==> config.mk <==
export PLATFORM = sky130hd
export DESIGN_NAME = dbg_dma_engine
export DESIGN_NICKNAME = d
export VERILOG_FILES = /design/src/rtl/dma_pkg.sv /design/src/rtl/dma_lane_unit.sv /design/src/rtl/dma_bus_seq.sv /design/src/rtl/dma_reg_file.sv /design/src/rtl/dbg_dma_engine.sv
export SDC_FILE = /design/constraint.sdc
export NUM_CORES = 1
export LEC_CHECK = 0
export BUFFER_PORTS_ARGS = -buffer_cell sky130_fd_sc_hd__buf_4
export CORE_MARGIN = 2
export CORE_UTILIZATION = 51
export CTS_BUF_LIST = sky130_fd_sc_hd__clkbuf_8
export DETAILED_ROUTE_END_ITERATION = 8
export PLACE_DENSITY = 0.95
export SYNTH_ARGS = -nofsm -noshare
export SYNTH_HDL_FRONTEND = slang
export SYNTH_HIERARCHICAL = 1
export SYNTH_SLANG_ARGS = --single-unit
==> constraint.sdc <==
create_clock -name clk -period 3.9 [get_ports clk]
set_input_delay 1.17 -clock clk [delete_from_list [all_inputs] [get_ports clk]]
set_output_delay 1.17 -clock clk [all_outputs]
set_load 0.02 [all_outputs]
==> src/rtl/dma_pkg.sv <==
package dma_pkg;
    localparam int DATA_W = 32;
    localparam int LANES  = DATA_W / 8;

    localparam int CTL_EN    = 17;
    localparam int CTL_START = 11;
    localparam int CTL_ERR   = 10;
    localparam int CTL_RNW   = 9;
    localparam int CTL_SZ_LO = 7;

    typedef enum logic [1:0] {
        SZ_BYTE   = 2'b00,
        SZ_HALF   = 2'b01,
        SZ_WORD   = 2'b10,
        SZ_TRIPLE = 2'b11
    } xfer_size_e;

    typedef enum logic [1:0] {
        SEL_ADDR = 2'd0,
        SEL_DATA = 2'd1,
        SEL_CTRL = 2'd2,
        SEL_NONE = 2'd3
    } reg_sel_e;

    typedef struct packed {
        logic       en;
        logic       rnw;
        xfer_size_e size;
    } xfer_cfg_t;

    function automatic logic [LANES-1:0] lane_enables(xfer_size_e sz, logic [1:0] lo);
        case (sz)
            SZ_BYTE: lane_enables = 4'b0001 << lo;
            SZ_HALF: lane_enables = lo[1] ? 4'b1100 : 4'b0011;
            SZ_WORD: lane_enables = 4'b1111;
            default: lane_enables = 4'b0000;
        endcase
    endfunction

    function automatic logic size_refused(xfer_size_e sz, logic [1:0] lo);
        size_refused = (sz == SZ_TRIPLE) || (sz == SZ_HALF && lo[0]);
    endfunction
endpackage

==> src/rtl/dma_lane_unit.sv <==
module dma_lane_unit
    import dma_pkg::*;
(
    input  xfer_size_e          size,
    input  logic [1:0]          addr_lo,
    input  logic [DATA_W-1:0]   rdata,
    output logic [LANES-1:0]    be,
    output logic [DATA_W-1:0]   rd_merged
);
    assign be = lane_enables(size, addr_lo);

    for (genvar i = 0; i < LANES; i++) begin : g_lane
        assign rd_merged[8*i +: 8] = be[i] ? rdata[8*i +: 8] : 8'h00;
    end
endmodule

==> src/rtl/dma_bus_seq.sv <==
module dma_bus_seq (
    input  logic clk,
    input  logic rst,
    input  logic launch,
    input  logic bus_ready,
    output logic req,
    output logic done
);
    logic req_q;

    always_ff @(posedge clk) begin
        if (rst)
            req_q <= 1'b0;
        else if (launch)
            req_q <= 1'b1;
        else if (req_q && bus_ready)
            req_q <= 1'b0;
    end

    assign req  = req_q;
    assign done = req_q && bus_ready;
endmodule

==> src/rtl/dma_reg_file.sv <==
module dma_reg_file
    import dma_pkg::*;
#(
    parameter int ADDR_W = 32
) (
    input  logic              clk,
    input  logic              rst,
    input  logic              wr_en,
    input  reg_sel_e          wr_sel,
    input  logic [DATA_W-1:0] wr_data,
    input  logic              done,
    input  logic              done_err,
    input  logic [DATA_W-1:0] rd_word,
    output logic [ADDR_W-1:0] addr_q,
    output logic [DATA_W-1:0] data_q,
    output xfer_cfg_t         cfg_q,
    output logic              start_q,
    output logic              err_q,
    output logic              launch
);
    xfer_cfg_t  cfg_new;
    logic       ctrl_wr;
    logic       try_go;
    logic       refuse;
    logic       clr_err;

    assign cfg_new.en   = wr_data[CTL_EN];
    assign cfg_new.rnw  = wr_data[CTL_RNW];
    assign cfg_new.size = xfer_size_e'(wr_data[CTL_SZ_LO +: 2]);

    assign ctrl_wr = wr_en && !start_q && (wr_sel == SEL_CTRL);
    assign try_go  = ctrl_wr && wr_data[CTL_EN] && wr_data[CTL_START];
    assign refuse  = try_go && size_refused(cfg_new.size, addr_q[1:0]);
    assign launch  = try_go && !refuse;
    assign clr_err = ctrl_wr && !wr_data[CTL_EN] && !wr_data[CTL_ERR];

    always_ff @(posedge clk) begin
        if (rst) begin
            addr_q  <= '0;
            data_q  <= '0;
            cfg_q   <= '0;
            start_q <= 1'b0;
            err_q   <= 1'b0;
        end else if (done) begin
            start_q <= 1'b0;
            if (done_err)
                err_q <= 1'b1;
            else if (cfg_q.rnw)
                data_q <= rd_word;
        end else if (wr_en && !start_q) begin
            case (wr_sel)
                SEL_ADDR: addr_q <= wr_data[ADDR_W-1:0];
                SEL_DATA: data_q <= wr_data;
                SEL_CTRL: begin
                    cfg_q <= cfg_new;
                    if (launch)
                        start_q <= 1'b1;
                    if (refuse)
                        err_q <= 1'b1;
                    else if (clr_err)
                        err_q <= 1'b0;
                end
                default: ;
            endcase
        end
    end
endmodule

==> src/rtl/dbg_dma_engine.sv <==
module dbg_dma_engine
    import dma_pkg::*;
#(
    parameter int ADDR_W = 32
) (
    input  logic              clk,
    input  logic              rst,
    input  logic              reg_wr_en,
    input  logic [1:0]        reg_sel,
    input  logic [DATA_W-1:0] reg_wdata,
    output logic [ADDR_W-1:0] addr_rd,
    output logic [DATA_W-1:0] data_rd,
    output logic [DATA_W-1:0] ctrl_rd,
    output logic              bus_req,
    output logic              bus_we,
    output logic [ADDR_W-1:0] bus_addr,
    output logic [DATA_W-1:0] bus_wdata,
    output logic [LANES-1:0]  bus_be,
    input  logic              bus_ready,
    input  logic              bus_err,
    input  logic [DATA_W-1:0] bus_rdata
);
    logic [ADDR_W-1:0] addr_q;
    logic [DATA_W-1:0] data_q;
    xfer_cfg_t         cfg_q;
    logic              start_q;
    logic              err_q;
    logic              launch;
    logic              req;
    logic              done;
    logic [LANES-1:0]  be;
    logic [DATA_W-1:0] rd_merged;

    dma_reg_file #(.ADDR_W(ADDR_W)) i_regs (
        .clk      (clk),
        .rst      (rst),
        .wr_en    (reg_wr_en),
        .wr_sel   (reg_sel_e'(reg_sel)),
        .wr_data  (reg_wdata),
        .done     (done),
        .done_err (bus_err),
        .rd_word  (rd_merged),
        .addr_q   (addr_q),
        .data_q   (data_q),
        .cfg_q    (cfg_q),
        .start_q  (start_q),
        .err_q    (err_q),
        .launch   (launch)
    );

    dma_bus_seq i_seq (
        .clk       (clk),
        .rst       (rst),
        .launch    (launch),
        .bus_ready (bus_ready),
        .req       (req),
        .done      (done)
    );

    dma_lane_unit i_lanes (
        .size      (cfg_q.size),
        .addr_lo   (addr_q[1:0]),
        .rdata     (bus_rdata),
        .be        (be),
        .rd_merged (rd_merged)
    );

    always_comb begin
        ctrl_rd                    = '0;
        ctrl_rd[CTL_EN]            = cfg_q.en;
        ctrl_rd[CTL_START]         = start_q;
        ctrl_rd[CTL_ERR]           = err_q;
        ctrl_rd[CTL_RNW]           = cfg_q.rnw;
        ctrl_rd[CTL_SZ_LO +: 2]    = cfg_q.size;
    end

    assign addr_rd   = addr_q;
    assign data_rd   = data_q;
    assign bus_req   = req;
    assign bus_we    = req && !cfg_q.rnw;
    assign bus_addr  = addr_q;
    assign bus_wdata = data_q;
    assign bus_be    = req ? be : '0;
endmodule

# Word level (Yosys, flattened, before mapping)
# Cells that the tools add are included.
# word_totals
input_bits	71
ff_bits	71
output_inout_bits	166
word_cells	69
# classes
reduce_logical	30
bitwise	1
n_eq_ne	9
muxes	20
shifts	1
# ops
op	n
$mux 32	5
$mux 8	4
$pmux 4 s3	1
$logic_and 1x1->1	11
$reduce_and 3->1	3
$mux 1	8
$mux 4	2
$reduce_and 4->1	2
$reduce_bool 2->1	4
$eq 2x1->1 const B	3
$eq 2x2->1 const B	3
$logic_not 1->1	5
$logic_not 2->1	2
$ne 2x2->1 const B	2
$shl 1x2->4 const A	1
$reduce_bool 3->1	1
$ne 2x1->1 const B	1
$reduce_or 2->1	1
$logic_or 1x1->1	1
$not 1->1	1

# Logic depth before layout (Yosys ltp)
# depth
word_depth	10
mapped_depth	7
depth_no_buf	4

# By module
# The synthesis kept the hierarchy.
# modules_own_cells
module	seq_area_each_um2	instances	cells_each	area_per_inst_um2
dma_reg_file	1401.3	1	334	3425.8
dbg_dma_engine	0.0	1	98	728.2
dma_lane_unit	0.0	1	48	519.2
dma_bus_seq	20.0	1	5	46.3

# Worst setup path after synthesis
# Ideal clock, no wire load.
# synth_path
path_kind	reg-to-output
startpoint	reg i_regs/cfg_q[1] (netlist name)
endpoint	out bus_be[0]
n_path_buf	2
arrival_ns	1.429
t_required_ns	2.730
setup_slack_ns	1.301
stages_incl_launch_ff	6
cell_sequence	dfxtp_1 -> buf_6 -> mux2_4 -> buf_6 -> nor2_1 -> and2_1
# synth_between
elab_chain_len	3
word_cells_on_any_way	5
cone_classes	2 x eq/ne; 2 x mux; 1 x reduce/logical
# synth_lines
element	line	rtl
$eq 2x2->1, or another cell as far along	dma_pkg.sv:32	case (sz)
$pmux 4 s3 *	dma_pkg.sv:32	
named net be[0]	dbg_dma_engine.sv:31	logic [LANES-1:0] be;
$mux 4 *	dbg_dma_engine.sv:83	assign bus_be = req ? be : '0;
to (decl)	dbg_dma_engine.sv:18	output logic [LANES-1:0] bus_be,
# The timed path passes the listed nets; every way through them passes the cells marked *.

# Final worst setup path
# layout_path
startpoint	reg i_regs/cfg_q[1] (netlist name)
endpoint	out bus_be[1]
# layout_between
elab_chain_len	3
word_cells_on_any_way	5
cone_classes	2 x eq/ne; 2 x mux; 1 x reduce/logical
# layout_lines
element	line
$eq 2x2->1, or another cell as far along	dma_pkg.sv:32
$pmux 4 s3 *	dma_pkg.sv:32
named net be[1]	dbg_dma_engine.sv:31
$mux 4 *	dbg_dma_engine.sv:83
# Marked as above.

==> flow_metrics.env <==
export IMPL_final_setup_skew_ps=11.9
export IMPL_gp_congestion=0.849
export IMPL_synth_distinct_cells=46
export IMPL_cts_hold_fix_buffers=0
export IMPL_cts_setup_buffers=0
export IMPL_first_iter_violations=266
export IMPL_final_util=0.631
export IMPL_cts_root_buf="clkbuf_8"
export IMPL_slew_headroom=0.377
export IMPL_r2r_end="i_regs/data_q[25]$_SDFFE_PP0P_"
export IMPL_fp_dieArea_um2=10000
export IMPL_outcome="finished clean"
export IMPL_ant_nets=0
export IMPL_crit_chain="nor3_4, buf_4, nor2_2, and2_1, buf_4"
export IMPL_synthTopCellsByCount="99 x buf_4, 71 x dfxtp_1, 48 x a211oi_2"
export IMPL_vias_per_cell=5.72
export IMPL_netlist_area_um2=4720
export IMPL_r2r_start="i_seq/req$_SDFFE_PP0P_"
export IMPL_hold_violations=0
export IMPL_power_switching_w=0.000559
export IMPL_worstSetupPathType="reg2out"
export IMPL_clk_pin_slew_ps=70
export IMPL_hold_path_class="reg2reg"
export IMPL_firstDrtPassIters=6
export IMPL_die_y_um=100
export IMPL_numCtsBuffers=9
export IMPL_port_buffers=210
export IMPL_switching_share=0.309
export IMPL_cp_start_kind="flop"
export IMPL_worstPathArrival_ps=2040
export IMPL_io_pin_count=237
export IMPL_netlist_top_cells_area="dfxtp_1 30%, buf_4 16%, a211oi_2 13%, mux2i_1 6.8%, a21oi_1 3.8%"
export IMPL_synth_edf_count=0
export IMPL_wl_per_cell_um=18.6
export IMPL_max_freq_ghz=0.312
export IMPL_crit_slowest_cell="nor3_4"
export IMPL_syn_avg_cell_area_um2=9.73
export IMPL_critPathMaxFanout=10
export IMPL_die_x_um=100
export IMPL_ff2ff_setup_slack_ps=1360
export IMPL_nFillCells=729
export IMPL_grt_pass1_wl_um=20100
export IMPL_cts_buffer_depth=2
export IMPL_p_comb_frac=0.247
export IMPL_grt_usage=0.254
export IMPL_antennaDiodeCount=0
export IMPL_p_clk_frac=0.317
export IMPL_clock_latency_ps=340
export IMPL_hold_end="i_regs/cfg_q[3]$_SDFFE_PP0P_"
export IMPL_floorplan_rows=35
export IMPL_yosys_warnings=6
export IMPL_grt_max_degree=73
export IMPL_ys_flop_type="dfxtp_1"
export IMPL_grt_ovfl_total=0
export IMPL_initial_core_util=0.518
export IMPL_finalCritPeriodShare=0.822
export IMPL_dpl_cell_area_um2=5560
export IMPL_end_kind="output pin"
export IMPL_fin_crit_ps=3210
export IMPL_finalMaxSlewViolations=0
export IMPL_layout_nets=671
export IMPL_htreeDepth=3
export IMPL_cpMostUsedCell="buf_4"
export IMPL_syn_instance_count=485
export IMPL_tns_ps=0
export IMPL_cts_resized=0
export IMPL_hpwl_um=9280
export IMPL_p_leak_nw=2.32
export IMPL_antenna_found_initial=1
export IMPL_setup_viol=0
export IMPL_synth_seq_cells=71
export IMPL_seq_area_frac_synth=0.301
export IMPL_drive_above_1_share=0.519
export IMPL_yosys_area_top_type="dfxtp_1"
export IMPL_powerDensity_nw_per_um2=314
export IMPL_cap_violations=0
export IMPL_cts_sinks=71
export IMPL_rsz0062_at_grt="no"
export IMPL_crit_required_ps=2730
export IMPL_coreArea_um2=9110
export IMPL_num_vias=4092
export IMPL_drcViolationCount=0
export IMPL_cts_tree="yes"
export IMPL_p_seq_frac=0.436
export IMPL_vdd_ir_drop_worst_v=0.000211
export IMPL_grt_pass1_vias=3866
export IMPL_final_area_um2=5750
export IMPL_cp_slowest_stage_delay_ps=610
export IMPL_r2r_cells=4
export IMPL_synth_async_sr_flop_share=0
export IMPL_synth_most_common_cell="buf_4"
export IMPL_p_int_w=0.00125
export IMPL_min_from="i_regs/cfg_q[3]$_SDFFE_PP0P_"
export IMPL_synth_top_area_share=0.301
export IMPL_wirelength_um=13300
export IMPL_max_slew_worst_pin_slew_ps=935
export IMPL_syn_to_final_growth_pct=21.7
export IMPL_hold_path_depth=2
==> area by class of cell <==
class / instances / area, µm² / area share
well taps: 111 / 139 / 0.0242
repair buffers: 218 / 1640 / 0.285
multi-input cells: 299 / 2350 / 0.410
flip-flops and latches: 71 / 1420 / 0.247
clock inverters: 6 / 52.6 / 0.00915
clock buffers: 10 / 138 / 0.0240
inverters: 1 / 3.75 / 0.000653
==> critical path: cells and delay by family (launching register included) <==
family	cells	cell delay, ps
buffers and inverters	2	480
AND/OR/NAND/NOR	3	810
flip-flops	1	410
==> worst max path at each step <==
stage                     slack [ps]                         start  depth (start not counted)                             end
after floorplan                 1300  i_regs/cfg_q[1]$_SDFFE_PP0P_                          5                       bus_be[0]
after global placement           870                     bus_ready                          5  i_regs/data_q[15]$_SDFFE_PP0P_
after detailed placement         770                     bus_ready                          5   i_regs/data_q[4]$_SDFFE_PP0P_
after CTS                        650  i_regs/cfg_q[1]$_SDFFE_PP0P_                          5                       bus_be[1]
after global routing             550  i_regs/cfg_q[1]$_SDFFE_PP0P_                          5                       bus_be[1]
final                            690  i_regs/cfg_q[1]$_SDFFE_PP0P_                          5                       bus_be[1]
==> registers in the layout (all words and copies together) (netlist names) <==
signal	flops
i_regs/addr_q	32
i_regs/data_q	32
i_regs/cfg_q	4
i_regs/err_q	1
i_regs/start_q	1
i_seq/req	1
==> cells in the final DEF (no fill, tap or decap), drive strengths merged, types with 5 or more instances in the layout <==
cell type / instances
nor4b: 16
nor3b: 18
buf: 218
dfxtp: 71
nor2: 5
a211oi: 64
nand3: 32
conb: 26
clkbuf: 10
and2: 7
mux2i: 32
a21oi: 37
o21ai: 36
==> kinds of logic (layout without fill, tap and decap cells) <==
family                 count (synthesis)  after routing  synth area share
AOI/OAI and AO/OA                    142            142             0.242
buffers and inverters                140            235             0.223
DFF                                   71             71             0.301
muxes                                 33             33            0.0710
other                                  1             26          0.000795
and+or+nand+nor                       98             98             0.162
==> metal layers <==
metal  vias to the layer above  wire length, µm  track usage
li1                       1875                -            -
met1                      1938             5170        0.313
met2                       249             6660        0.447
met3                        30             1150       0.0439
met4                         0              303       0.0864
met5                         -                0            0
==> power by group through the flow <==
| stage | sequential [W] | combinational, W | clock, W |
|---|---|---|---|
| 2_1_floorplan | 0.000831 | 0.000299 | 0 |
| 6_report | 0.000787 | 0.000445 | 0.000573 |
| 4_1_cts | 0.000787 | 0.000444 | 0.000581 |
| 3_3_place_gp | 0.000801 | 0.000433 | 0 |
| 3_5_place_dp | 0.000804 | 0.000443 | 0 |
| 5_1_grt | 0.000791 | 0.000471 | 0.000616 |
==> stage by stage <==
| step | hold WS (ps) | setup slack, ps | total power, W | std cells |
|---|---|---|---|---|
| after floorplan | 552 | 1300 | 0.00113 | 510 |
| after global placement | 470 | 872 | 0.00123 | 700 |
| after detailed placement | 476 | 773 | 0.00125 | 700 |
| after CTS | 491 | 655 | 0.00181 | 716 |
| after global routing | 530 | 554 | 0.00188 | 716 |
| final | 485 | 695 | 0.00181 | 716 |
No activity file was read; power rests on OpenSTA's default activity.
